$ cat config.mk
export PLATFORM = sky130hd
export DESIGN_NAME = line_health_mon
export DESIGN_NICKNAME = d
export VERILOG_FILES = /design/src/rtl/lhm_pkg.sv /design/src/rtl/lhm_window_timer.sv /design/src/rtl/lhm_bad_latch.sv /design/src/rtl/lhm_level_fsm.sv /design/src/rtl/line_health_mon.sv
export SDC_FILE = /design/constraint.sdc
export NUM_CORES = 1
export LEC_CHECK = 0
export BUFFER_PORTS_ARGS = -buffer_cell sky130_fd_sc_hd__buf_2
export CORE_MARGIN = 10
export CORE_UTILIZATION = 50
export CTS_CLUSTER_DIAMETER = 200
export CTS_CLUSTER_SIZE = 25
export DETAILED_ROUTE_END_ITERATION = 8
export PLACE_DENSITY_LB_ADDON = 0.12
export REMOVE_ABC_BUFFERS = 1
export SYNTH_ARGS = -nofsm -noshare
export SYNTH_HDL_FRONTEND = slang
export SYNTH_SLANG_ARGS = --single-unit
$ cat constraint.sdc
create_clock -name clk_i -period 4.95 [get_ports clk_i]
set_clock_uncertainty 0.05 [all_clocks]
set_input_delay 0.7425 -clock clk_i [delete_from_list [all_inputs] [get_ports clk_i]]
set_output_delay 0.7425 -clock clk_i [all_outputs]
set_load 0.1 [all_outputs]
$ cat src/rtl/lhm_pkg.sv
`timescale 1ns/1ps
package lhm_pkg;

  typedef enum logic {
    LINE_BAD  = 1'b0,
    LINE_GOOD = 1'b1
  } line_state_e;

endpackage

$ cat src/rtl/lhm_window_timer.sv
`timescale 1ns/1ps
module lhm_window_timer #(
  parameter int WIN_CYCLES = 1024
) (
  input  logic clk_i,
  input  logic rst_i,
  output logic win_end_o
);

  localparam int CNT_W = (WIN_CYCLES > 2) ? $clog2(WIN_CYCLES) : 1;
  localparam bit POW2  = (WIN_CYCLES == (1 << CNT_W));

  logic [CNT_W-1:0] cnt_q;

  generate
    if (POW2) begin : g_wrap
      // power-of-two window: free-running counter wraps by itself
      always_ff @(posedge clk_i) begin
        if (rst_i) cnt_q <= '0;
        else       cnt_q <= cnt_q + 1'b1;
      end
      assign win_end_o = &cnt_q;
    end else begin : g_cmp
      localparam logic [CNT_W-1:0] LAST = CNT_W'(WIN_CYCLES - 1);
      always_ff @(posedge clk_i) begin
        if (rst_i || cnt_q == LAST) cnt_q <= '0;
        else                        cnt_q <= cnt_q + 1'b1;
      end
      assign win_end_o = (cnt_q == LAST);
    end
  endgenerate

endmodule

$ cat src/rtl/lhm_bad_latch.sv
`timescale 1ns/1ps
module lhm_bad_latch (
  input  logic clk_i,
  input  logic rst_i,
  input  logic win_end_i,
  input  logic bad_sym_i,
  output logic dirty_o
);

  logic seen_q;

  // sticky flag, cleared as each window closes
  always_ff @(posedge clk_i) begin
    if (rst_i || win_end_i) seen_q <= 1'b0;
    else if (bad_sym_i)     seen_q <= 1'b1;
  end

  // a strobe in the closing cycle still belongs to this window
  assign dirty_o = seen_q | bad_sym_i;

endmodule

$ cat src/rtl/lhm_level_fsm.sv
`timescale 1ns/1ps
module lhm_level_fsm
  import lhm_pkg::*;
#(
  parameter int LVL_MAX = 7,
  parameter int LVL_W   = $clog2(LVL_MAX + 1)
) (
  input  logic             clk_i,
  input  logic             rst_i,
  input  logic             win_end_i,
  input  logic             dirty_i,
  output logic [LVL_W-1:0] level_o,
  output logic             status_o,
  output logic             irq_o
);

  localparam logic [LVL_W-1:0] LVL_TOP   = LVL_W'(LVL_MAX);
  localparam logic [LVL_W-1:0] LVL_FLOOR = '0;

  line_state_e      state_q;
  logic [LVL_W-1:0] step;

  always_comb begin
    if (dirty_i) step = (level_o == LVL_TOP)   ? LVL_TOP   : level_o + 1'b1;
    else         step = (level_o == LVL_FLOOR) ? LVL_FLOOR : level_o - 1'b1;
  end

  always_ff @(posedge clk_i) begin
    if (rst_i) begin
      state_q <= LINE_BAD;
      level_o <= LVL_TOP;
      irq_o   <= 1'b0;
    end else begin
      irq_o <= 1'b0;
      if (win_end_i) begin
        if (state_q == LINE_BAD && step == LVL_FLOOR) begin
          state_q <= LINE_GOOD;
          level_o <= LVL_FLOOR;
          irq_o   <= 1'b1;
        end else if (state_q == LINE_GOOD && step == LVL_TOP) begin
          state_q <= LINE_BAD;
          level_o <= LVL_TOP;
          irq_o   <= 1'b1;
        end else begin
          level_o <= step;
        end
      end
    end
  end

  assign status_o = (state_q == LINE_GOOD);

endmodule

$ cat src/rtl/line_health_mon.sv
`timescale 1ns/1ps
module line_health_mon #(
  parameter int WIN_CYCLES = 1024,
  parameter int LVL_MAX    = 7,
  parameter int LVL_W      = $clog2(LVL_MAX + 1)
) (
  input  logic clk_i,
  input  logic rst_i,
  input  logic bad_sym_i,
  output logic line_good_o,
  output logic line_irq_o
);

  logic             win_end;
  logic             dirty;
  logic [LVL_W-1:0] lvl_q;

  lhm_window_timer #(
    .WIN_CYCLES(WIN_CYCLES)
  ) timer_i (
    .clk_i    (clk_i),
    .rst_i    (rst_i),
    .win_end_o(win_end)
  );

  lhm_bad_latch latch_i (
    .clk_i    (clk_i),
    .rst_i    (rst_i),
    .win_end_i(win_end),
    .bad_sym_i(bad_sym_i),
    .dirty_o  (dirty)
  );

  lhm_level_fsm #(
    .LVL_MAX(LVL_MAX),
    .LVL_W  (LVL_W)
  ) fsm_i (
    .clk_i    (clk_i),
    .rst_i    (rst_i),
    .win_end_i(win_end),
    .dirty_i  (dirty),
    .level_o  (lvl_q),
    .status_o (line_good_o),
    .irq_o    (line_irq_o)
  );

endmodule

== After elaboration in Yosys (flattened, before gate mapping) ==
Cells that the tools add are included.

* Add/subtract/negate cells: 3
* Mux-type cells: 9
* Bitwise logic cells: 3
* Reductions and logical operators: 9
* Equal/unequal tests: 2

{| class="wikitable"
|+ Operators by type and width
! kind !! count
|-
| 3-bit 2-to-1 mux || 5
|-
| 11-bit AND reduction || 1
|-
| 10-bit by 1-bit adder with 10-bit output, second input constant || 1
|-
| 10-bit AND reduction || 1
|-
| 3-bit equality test, second input constant || 2
|-
| 3-bit zero test || 2
|-
| 1-bit 2-to-1 mux || 4
|-
| 3-bit by 1-bit adder with 3-bit output, second input constant || 1
|-
| 3-bit by 1-bit subtractor with 3-bit output, second input constant || 1
|-
| 1-bit logical AND || 2
|-
| 1-bit inverter || 2
|-
| 2-bit nonzero test || 1
|-
| 2-bit OR reduction || 1
|-
| 1-bit logical OR || 1
|-
| 1-bit OR || 1
|}

* Register bits: 16
* Logic and storage cells: 31
* Output and inout port bits: 2
* Input port bits: 3

== Logic depth before layout (Yosys ltp) ==
Gate-level depths: netlist of run 1.

* Depth in word-level cells: 7
* Depth in mapped cells: 9

== Modules after synthesis ==
From an unflattened synthesis of run 1, not the netlist that was laid out.

* Cells, all modules: 92
* Area, all modules: 819.5 um^2

{| class="wikitable"
|+ Modules (own cells, without submodules)
! module !! cells an instance !! area an instance (um^2) !! instances
|-
| lhm_window_timer || 47 || 435.4 || 1
|-
| lhm_level_fsm || 42 || 350.3 || 1
|-
| lhm_bad_latch || 3 || 33.8 || 1
|}

== Least setup slack after synthesis of run 1 ==
No wires, ideal clock.

* Path kind: input to register
* Start: in bad_sym_i
* End: reg fsm_i.irq_o
* Slack: 3107 ps
* Cell stages on the path: 5
* Buffers on the path: 0
* Arrival time: 1674 ps
* Cells stage by stage: or4b_1 > nand4_1 > a211oi_1 > a31oi_1 > nor3b_1

* Word-level cells in the longest chain between the ends: 6

{| class="wikitable"
|+ RTL lines
! item !! line !! text
|-
| start: declaration || line_health_mon.sv:9 || <nowiki>input logic bad_sym_i,</nowiki>
|-
| 1-bit OR * || lhm_bad_latch.sv:19 || <nowiki>assign dirty_o = seen_q | bad_sym_i;</nowiki>
|-
| 3-bit 2-to-1 mux * || lhm_level_fsm.sv:24 || <nowiki>if (dirty_i) step = (level_o == LVL_TOP) ? LVL_TOP : level_o + 1'b1;</nowiki>
|-
| 3-bit equality test || lhm_level_fsm.sv:40 || <nowiki>end else if (state_q == LINE_GOOD && step == LVL_TOP) begin</nowiki>
|-
| 1-bit logical AND || lhm_level_fsm.sv:40 ||
|-
| 1-bit 2-to-1 mux || lhm_level_fsm.sv:40 ||
|-
| 1-bit 2-to-1 mux * || lhm_level_fsm.sv:36 || <nowiki>if (state_q == LINE_BAD && step == LVL_FLOOR) begin</nowiki>
|-
| end signal: assignment || lhm_level_fsm.sv:34 || <nowiki>irq_o <= 1'b0;</nowiki>
|-
| end signal: assignment || lhm_level_fsm.sv:39 || <nowiki>irq_o <= 1'b1;</nowiki>
|-
| end signal: assignment || lhm_level_fsm.sv:43 || <nowiki>irq_o <= 1'b1;</nowiki>
|-
| end: declaration || lhm_level_fsm.sv:14 || <nowiki>output logic irq_o</nowiki>
|}

Every way passes the cells marked *; elsewhere a longest branch is shown, timed or not.
A chain may end at the register's enable or synchronous reset.

== Worst setup path after layout of run 1 ==
* Start: reg fsm_i.state_q (netlist: fsm_i.status_o)
* End: out line_good_o

{| class="wikitable"
|+ RTL lines
! item !! line !! text
|-
| start: declaration || lhm_level_fsm.sv:20 || <nowiki>line_state_e state_q;</nowiki>
|-
| start signal: assignment || lhm_level_fsm.sv:30 || <nowiki>state_q <= LINE_BAD;</nowiki>
|-
| start signal: assignment || lhm_level_fsm.sv:37 || <nowiki>state_q <= LINE_GOOD;</nowiki>
|-
| start signal: assignment || lhm_level_fsm.sv:41 || <nowiki>state_q <= LINE_BAD;</nowiki>
|-
| end: declaration || line_health_mon.sv:10 || <nowiki>output logic line_good_o,</nowiki>
|}

No word-level cell between the ends.

==> impl_results.md, run 1 <==
* Status: complete, no violations
* Sequential Power Share at 0.633
* Synth Area in XOR/XNOR at 0.08889
* Cell Count, Final, Fillers Out at 107
* Count of final hold-check violations at 0
* Worst EP required at 4.16 ns
* Syn avg cell area at 9.166 µm²
* Die height at 59.71 µm
* Mapped Cells at 86
* Max-cap violations at 0
* Worst setup EP type: output pin
* Wirelength per Cell at 12.27 µm
* Post-Synth Simple-Gate Area at 0.2476
* Worst-Margin Slew at 0.4864 ns
* Antenna viol nets, final at 0
* Internal at 0.1639 mW
* Root Buffer: clkbuf_4
* Drc violations at 0
* Cell area after synthesis at 788.3 µm²
* # setup viols final at 0
* Layout area overhead at 6.508%
* Worst setup SP type: flip-flop
* Starting Density at 0.5233
* CTS tree: yes
* Crit path cell chain: buf_2
* Slew margin rel. at 0.6780
* # port buffers at 4
* Clock slew at reported path FFs at 0.09 ns
* Critical path buffers and inverters at 1
* Critical path type: flip-flop to output pin
* Synth area leader: dfxtp_1
* Switching share of power at 0.2224
* Max-slew violations at 0
* FF+latch count, synth at 16
* Synth top area share at 0.4063
* Synth Area in Adders at 0.07937
* Post-CTS Resized at 0
* Crit Path Max Fanout at 5
* Commonest cells after routing, fill and taps aside: dfxtp_1, nor2_1, inv_1
* Maximum vdd drop at 135.4 µV
* Gpl congestion at 0.8693
* # placed instances at 104
* CTS max path bufs at 2
* DRT iter0 DRCs at 5
* Sequential share of the synthesized area at 0.4063
* Largest net degree at the start of global routing at 17
* Area contributors post-synth: dfxtp_1, ha_1, nor2_1
* Critical path's largest stage delay at 0.45 ns
* Sw Pwr at 0.04686 mW
* GRT overflow at 0
* Synth unique cells at 31
* Final Util at 0.5573
* CP top delay family: buffers and inverters
* Pre-Repair DR Iteration Count at 4
* Diodes inserted at 0
* Post-CTS setup repair buffer count at 0
* Hold Crit Class: flip-flop to flip-flop
* Arrival @ worst endpoint at 1.14 ns
* Largest family of logic cells by synthesized area: simple AND/OR/NAND/NOR gates
* RSZ-0062 raised after global routing: false
* Core area at 0.001506 mm²
* Row cnt at 14
* CTS Sinks at 16
* Layout cells sized above 1 at 0.1319
* Wirelength, routed at 1313 µm
* Clock power share at 0.316
* DIE AREA at 0.003565 mm²
* Via count at 581
* Clock latency on the worst-skew pair at 0.29 ns
* GRT Total Usage at 0.07876
* Hold buffers post-CTS at 0
* Fin Setup TNS at 0 ns
* Power per Cell Area at 251.0 mW/mm²
* Comb pwr share at 0.050
* Most common cell after layout, fill and taps aside: dfxtp_1
* Via/cell ratio at 5.430
* Die extent in x at 59.71 µm
* I/O pin count at 5
* Slowest CP cell: buf_2
* Synth warn at 0
* Fin crit share at 0.3899
* Initial antenna violation count at 0
* Global-route wire length before repair at 2194 µm
* H-tree depth at 1
* Compound-Gate Fraction of Synth Area at 0.1349
* Final nets at 101
* Achievable frequency at 0.5182 GHz
* Fin crit period at 1.930 ns
* Vias in the first global route at 495
* Post-synthesis mux area share at 0
* Post-DP HPWL at 941.4 µm
* CTS buffer count at 3
* Leak at 0.3808 nW
-- state kept, by name, summed over array words and instances (netlist names) --
register,cells
timer_i.cnt_q,10
fsm_i.level_o,3
fsm_i.irq_o,1
fsm_i.status_o,1
latch_i.seen_q,1
-- through the flow --
stage | hold slack (ns) | area (µm²) | setup WS (ns) | total power [mW]
floorplan | 0.3587 | 777.0 | 3.107 | 0.1425
finish | 0.3941 | 839.6 | 3.020 | 0.2107
global route | 0.4257 | 839.6 | 2.904 | 0.2218
global placement | 0.3763 | 817.0 | 2.964 | 0.1468
CTS | 0.3957 | 839.6 | 3.010 | 0.2144
detailed placement | 0.3833 | 817.0 | 2.934 | 0.1470
-- final timing paths --
check	from	cells past startpoint	slack, ns	to
worst max-delay path	fsm_i.status_o	1	3.02	line_good_o
worst min-delay path	timer_i.cnt_q[0]	1	0.39	timer_i.cnt_q[0]
worst max register to register	fsm_i.level_o[0]	7	3.06	fsm_i.status_o
worst min register to register	timer_i.cnt_q[0]	1	0.39	timer_i.cnt_q[0]
-- metal layers --
layer / routed length [µm] / GRT usage / vias to the layer above
li1: - / - / 318
met3: 83 / 0.05297 / 0
met2: 542 / 0.09853 / 9
met5: 0 / 0 / -
met4: 0 / 0.009615 / 0
met1: 687 / 0.1095 / 254
-- final cells by class --
type / count / area [µm²]
flip-flops and latches: 16 / 320.3
inverters: 6 / 22.52
fillers: 138 / 666.9
multi-input cells: 62 / 434.2
repair buffers: 4 / 20.02
clock buffers: 3 / 22.52
well taps: 16 / 20.02
-- cells by family (layout without fill, tap and decap cells) --
logic type      count (synthesis)  after routing
flops                          16             16
compound gates                 14             14
buf+inv                         8             13
fa+ha+maj                       5              5
xor+xnor                        8              8
simple gates                   35             35
-- power groups by stage --
stage,Combinational (mW),Clock [mW],Sequential [mW]
floorplan,0.00639,0,0.136
global placement,0.0104,0,0.136
detailed placement,0.0105,0,0.137
CTS,0.0106,0.0703,0.134
global route,0.0119,0.0761,0.134
finish,0.0106,0.0667,0.133
-- cells in the mapped netlist --
cell type,count
a211oi_1,2
a21oi_1,1
a221o_1,1
a31o_2,2
a31oi_1,1
a32o_1,1
a32oi_1,1
and3_1,5
and3_4,1
buf_4,1
clkbuf_1,1
dfxtp_1,16
ha_1,5
inv_1,6
nand2_1,3
nand3_1,5
nand3b_1,1
nand4_1,1
nor2_1,12
nor2_4,1
nor2b_1,1
nor3_1,1
nor3b_1,1
nor4_1,1
o211ai_1,2
o21ai_0,2
o21ai_2,1
or4b_1,1
or4bb_1,1
xnor2_1,4
xor2_1,4
No activity file was read; power rests on OpenSTA's default activity.
==> inputs of run 2 (changes only) <==
- ABC_AREA: default -> 1
- clock period: 4.95 -> 1.8 ns (I/O delays scaled with it)
==> run 2 against run 1 <==
  * Die area grew 6.6%
  * Non-clock buffer count unchanged
  * Critical endpoint is now fsm_i.irq_o
  * Register-to-register slack got worse by 2.9 ns
  * Hold slack lost 0.20 ns
  * Worst setup slack worse by 2.8 ns
  * Critical path depth rose by 10
  * Highest routed layer is now met4
  * Sequential power grew to 2.7 times the previous value
  * Largest power group unchanged
  * Cell area rose by 12%
  * First-iteration DRC count rose to 3.2 times the previous value
==> impl_results.md, run 2 <==
* # setup viols final at 0
* Maximum vdd drop at 452.8 µV
* Slowest CP cell: dfxtp_2
* RSZ-0062 raised after global routing: false
* Synth warn at 0
* FFs w/ async S/R, synth at 0
* Fin crit period at 1.606 ns
* FF+latch count, synth at 16
* Ys flop type: dfxtp_1
* GRT Total Usage at 0.08917
* GRT overflow at 0
* DRT iter0 DRCs at 16
* Wirelength, routed at 1428 µm
* Worst setup SP type: flip-flop
* Final Util at 0.5984
* Synth unique cells at 22
* H-tree depth at 1
* Cell Count, Final, Fillers Out at 141
* Most flops, register: timer_i.cnt_q
* CTS buffer count at 3
* Worst setup EP type: flip-flop
* Core area at 0.001577 mm²
* Mapped Cells at 118
* Crit path cell chain: inv_1, ha_1, ha_1, inv_1, nand2_1, nand2_1, nand2_1, nor2_1, nand2_1, and2_1, nor2_2
* # placed instances at 137
* Post-synth EDFFs at 0
* Commonest cells after routing, fill and taps aside: nand2_1, inv_1, dfxtp_1, a21oi_1, nor2_1
* Post-CTS setup repair buffer count at 0
* Power per Cell Area at 673.3 mW/mm²
* Most common cell after layout, fill and taps aside: nand2_1
* Syn avg cell area at 7.348 µm²
* Wirelength per Cell at 10.13 µm
* Worst-Margin Slew at 0.4865 ns
* Most common cell in the synthesized netlist: nand2_1
* Layout area overhead at 8.802%
* # port buffers at 4
* Diodes inserted at 0
* Synth area leader: dfxtp_1
* Slew margin rel. at 0.6779
* Critical path's largest stage delay at 0.37 ns
* Root Buffer: clkbuf_4
* Achievable frequency at 0.6227 GHz
* Starting Density at 0.5500
* DP Area at 903.4 µm²
* Layout cells sized above 1 at 0.1840
* Post-DP HPWL at 1108 µm
* Hold buffers post-CTS at 0
* Arrival @ worst endpoint at 1.79 ns
* Initial antenna violation count at 0
* Fin Setup TNS at 0 ns
* Hold depth at 2
* Drc violations at 0
* Cell area after synthesis at 867.1 µm²
* I/O pin count at 5
* Most frequent CP cell: nand2_1
* Hold Crit Class: input port to flip-flop
* Via count at 709
* Worst Reg-to-Reg Cells at 11
* Status: complete, no violations
* Crit Path Max Fanout at 4
* Synth top area share at 0.3694
* Critical path type: flip-flop to flip-flop
* CTS Sinks at 16
* Top flop regs: timer_i.cnt_q: 10 flops, fsm_i.level_o: 3 flops
* Top cells by count, synth: nand2_1, inv_1, dfxtp_1
* Worst EP required at 1.99 ns
* Via/cell ratio at 5.028
* Area contributors post-synth: dfxtp_1, nand2_1, inv_1
* Largest net degree at the start of global routing at 10
* Row cnt at 14
* Die height at 61.65 µm
* Clock slew at reported path FFs at 0.10 ns
* Vias in the first global route at 644
* Pre-Repair DR Iteration Count at 4
* DIE AREA at 0.003800 mm²
* Global-route wire length before repair at 2573 µm
* Count of final hold-check violations at 0
* Max reg flops at 10
* Sequential share of the synthesized area at 0.3694
* Final instance area at 943.4 µm²
* Post-CTS Resized at 0
* Leak at 0.4306 nW
* CTS tree: yes
* CTS max path bufs at 2
* Fin crit share at 0.8921
* Clock latency on the worst-skew pair at 0.29 ns
* Final nets at 134
* Antenna viol nets, final at 0
* Gpl congestion at 0.8148
* Max-cap violations at 0
* Die extent in x at 61.65 µm
* Max-slew violations at 0
## run 2: cell count changes after synthesis, sizes merged, moves of 3 or more
cell / delta
a21oi: +8
and3: -6
inv: +16
nand2: +23
nand3: +3
xnor2: -4
xor2: -4
## run 2: logic make-up (layout without fill, tap and decap cells)
family          Yosys count  after routing  synth area share
flops                    16             16            0.3694
compound gates           19             19            0.1284
simple gates             55             55            0.3305
buf+inv                  23             30           0.09956
fa+ha+maj                 5              5           0.07215
## run 2: through the flow
stage / total power, mW / hold WS, ns / worst slack, ns
3_5_place_dp: 0.4064 / 0.3902 / 0.1601
2_1_floorplan: 0.3961 / 0.2824 / 0.1574
4_1_cts: 0.6471 / 0.1954 / 0.1394
3_3_place_gp: 0.4065 / 0.3810 / 0.2084
6_report: 0.6352 / 0.1919 / 0.1942
5_1_grt: 0.6662 / 0.2061 / 0.03621
## run 2: critical path, delay by kind of cell, from the launching register on
kind	cells	cell delay, ns
adders and majority gates	2	0.41
and+or+nand+nor	7	0.62
DFF	1	0.37
buffers and inverters	2	0.11
## run 2: worst paths after layout
check                        start                to  slack, ns
setup reg to reg  fsm_i.level_o[0]       fsm_i.irq_o       0.19
hold reg to reg   timer_i.cnt_q[0]  timer_i.cnt_q[0]       0.40
setup / recovery  fsm_i.level_o[0]       fsm_i.irq_o       0.19
hold / removal               rst_i    fsm_i.status_o       0.19
## run 2: layer usage
| metal | global-route usage | vias up | wire length [µm] |
|---|---|---|---|
| met5 | 0 | - | 0 |
| met4 | 0.01911 | 0 | 9 |
| met3 | 0.04321 | 2 | 69 |
| met2 | 0.1420 | 10 | 649 |
| met1 | 0.1061 | 311 | 699 |
| li1 | - | 386 | - |
## run 2: area by class of cell
type,count,area [µm²]
inverter,22,82.58
multi-input combinational,79,462.9
tap,16,20.02
fill,140,633.1
timing repair buffer,4,20.02
sequential,16,321.6
clock buffer,4,36.28
## run 2: power breakdown
| group | total (mW) | leakage (nW) | internal (mW) | switching (mW) |
|---|---|---|---|---|
| logic | 0.0329 | 0.280 | 0.0113 | 0.0217 |
| registers | 0.365 | 0.129 | 0.361 | 0.00446 |
| clock network | 0.237 | 0.0210 | 0.123 | 0.114 |
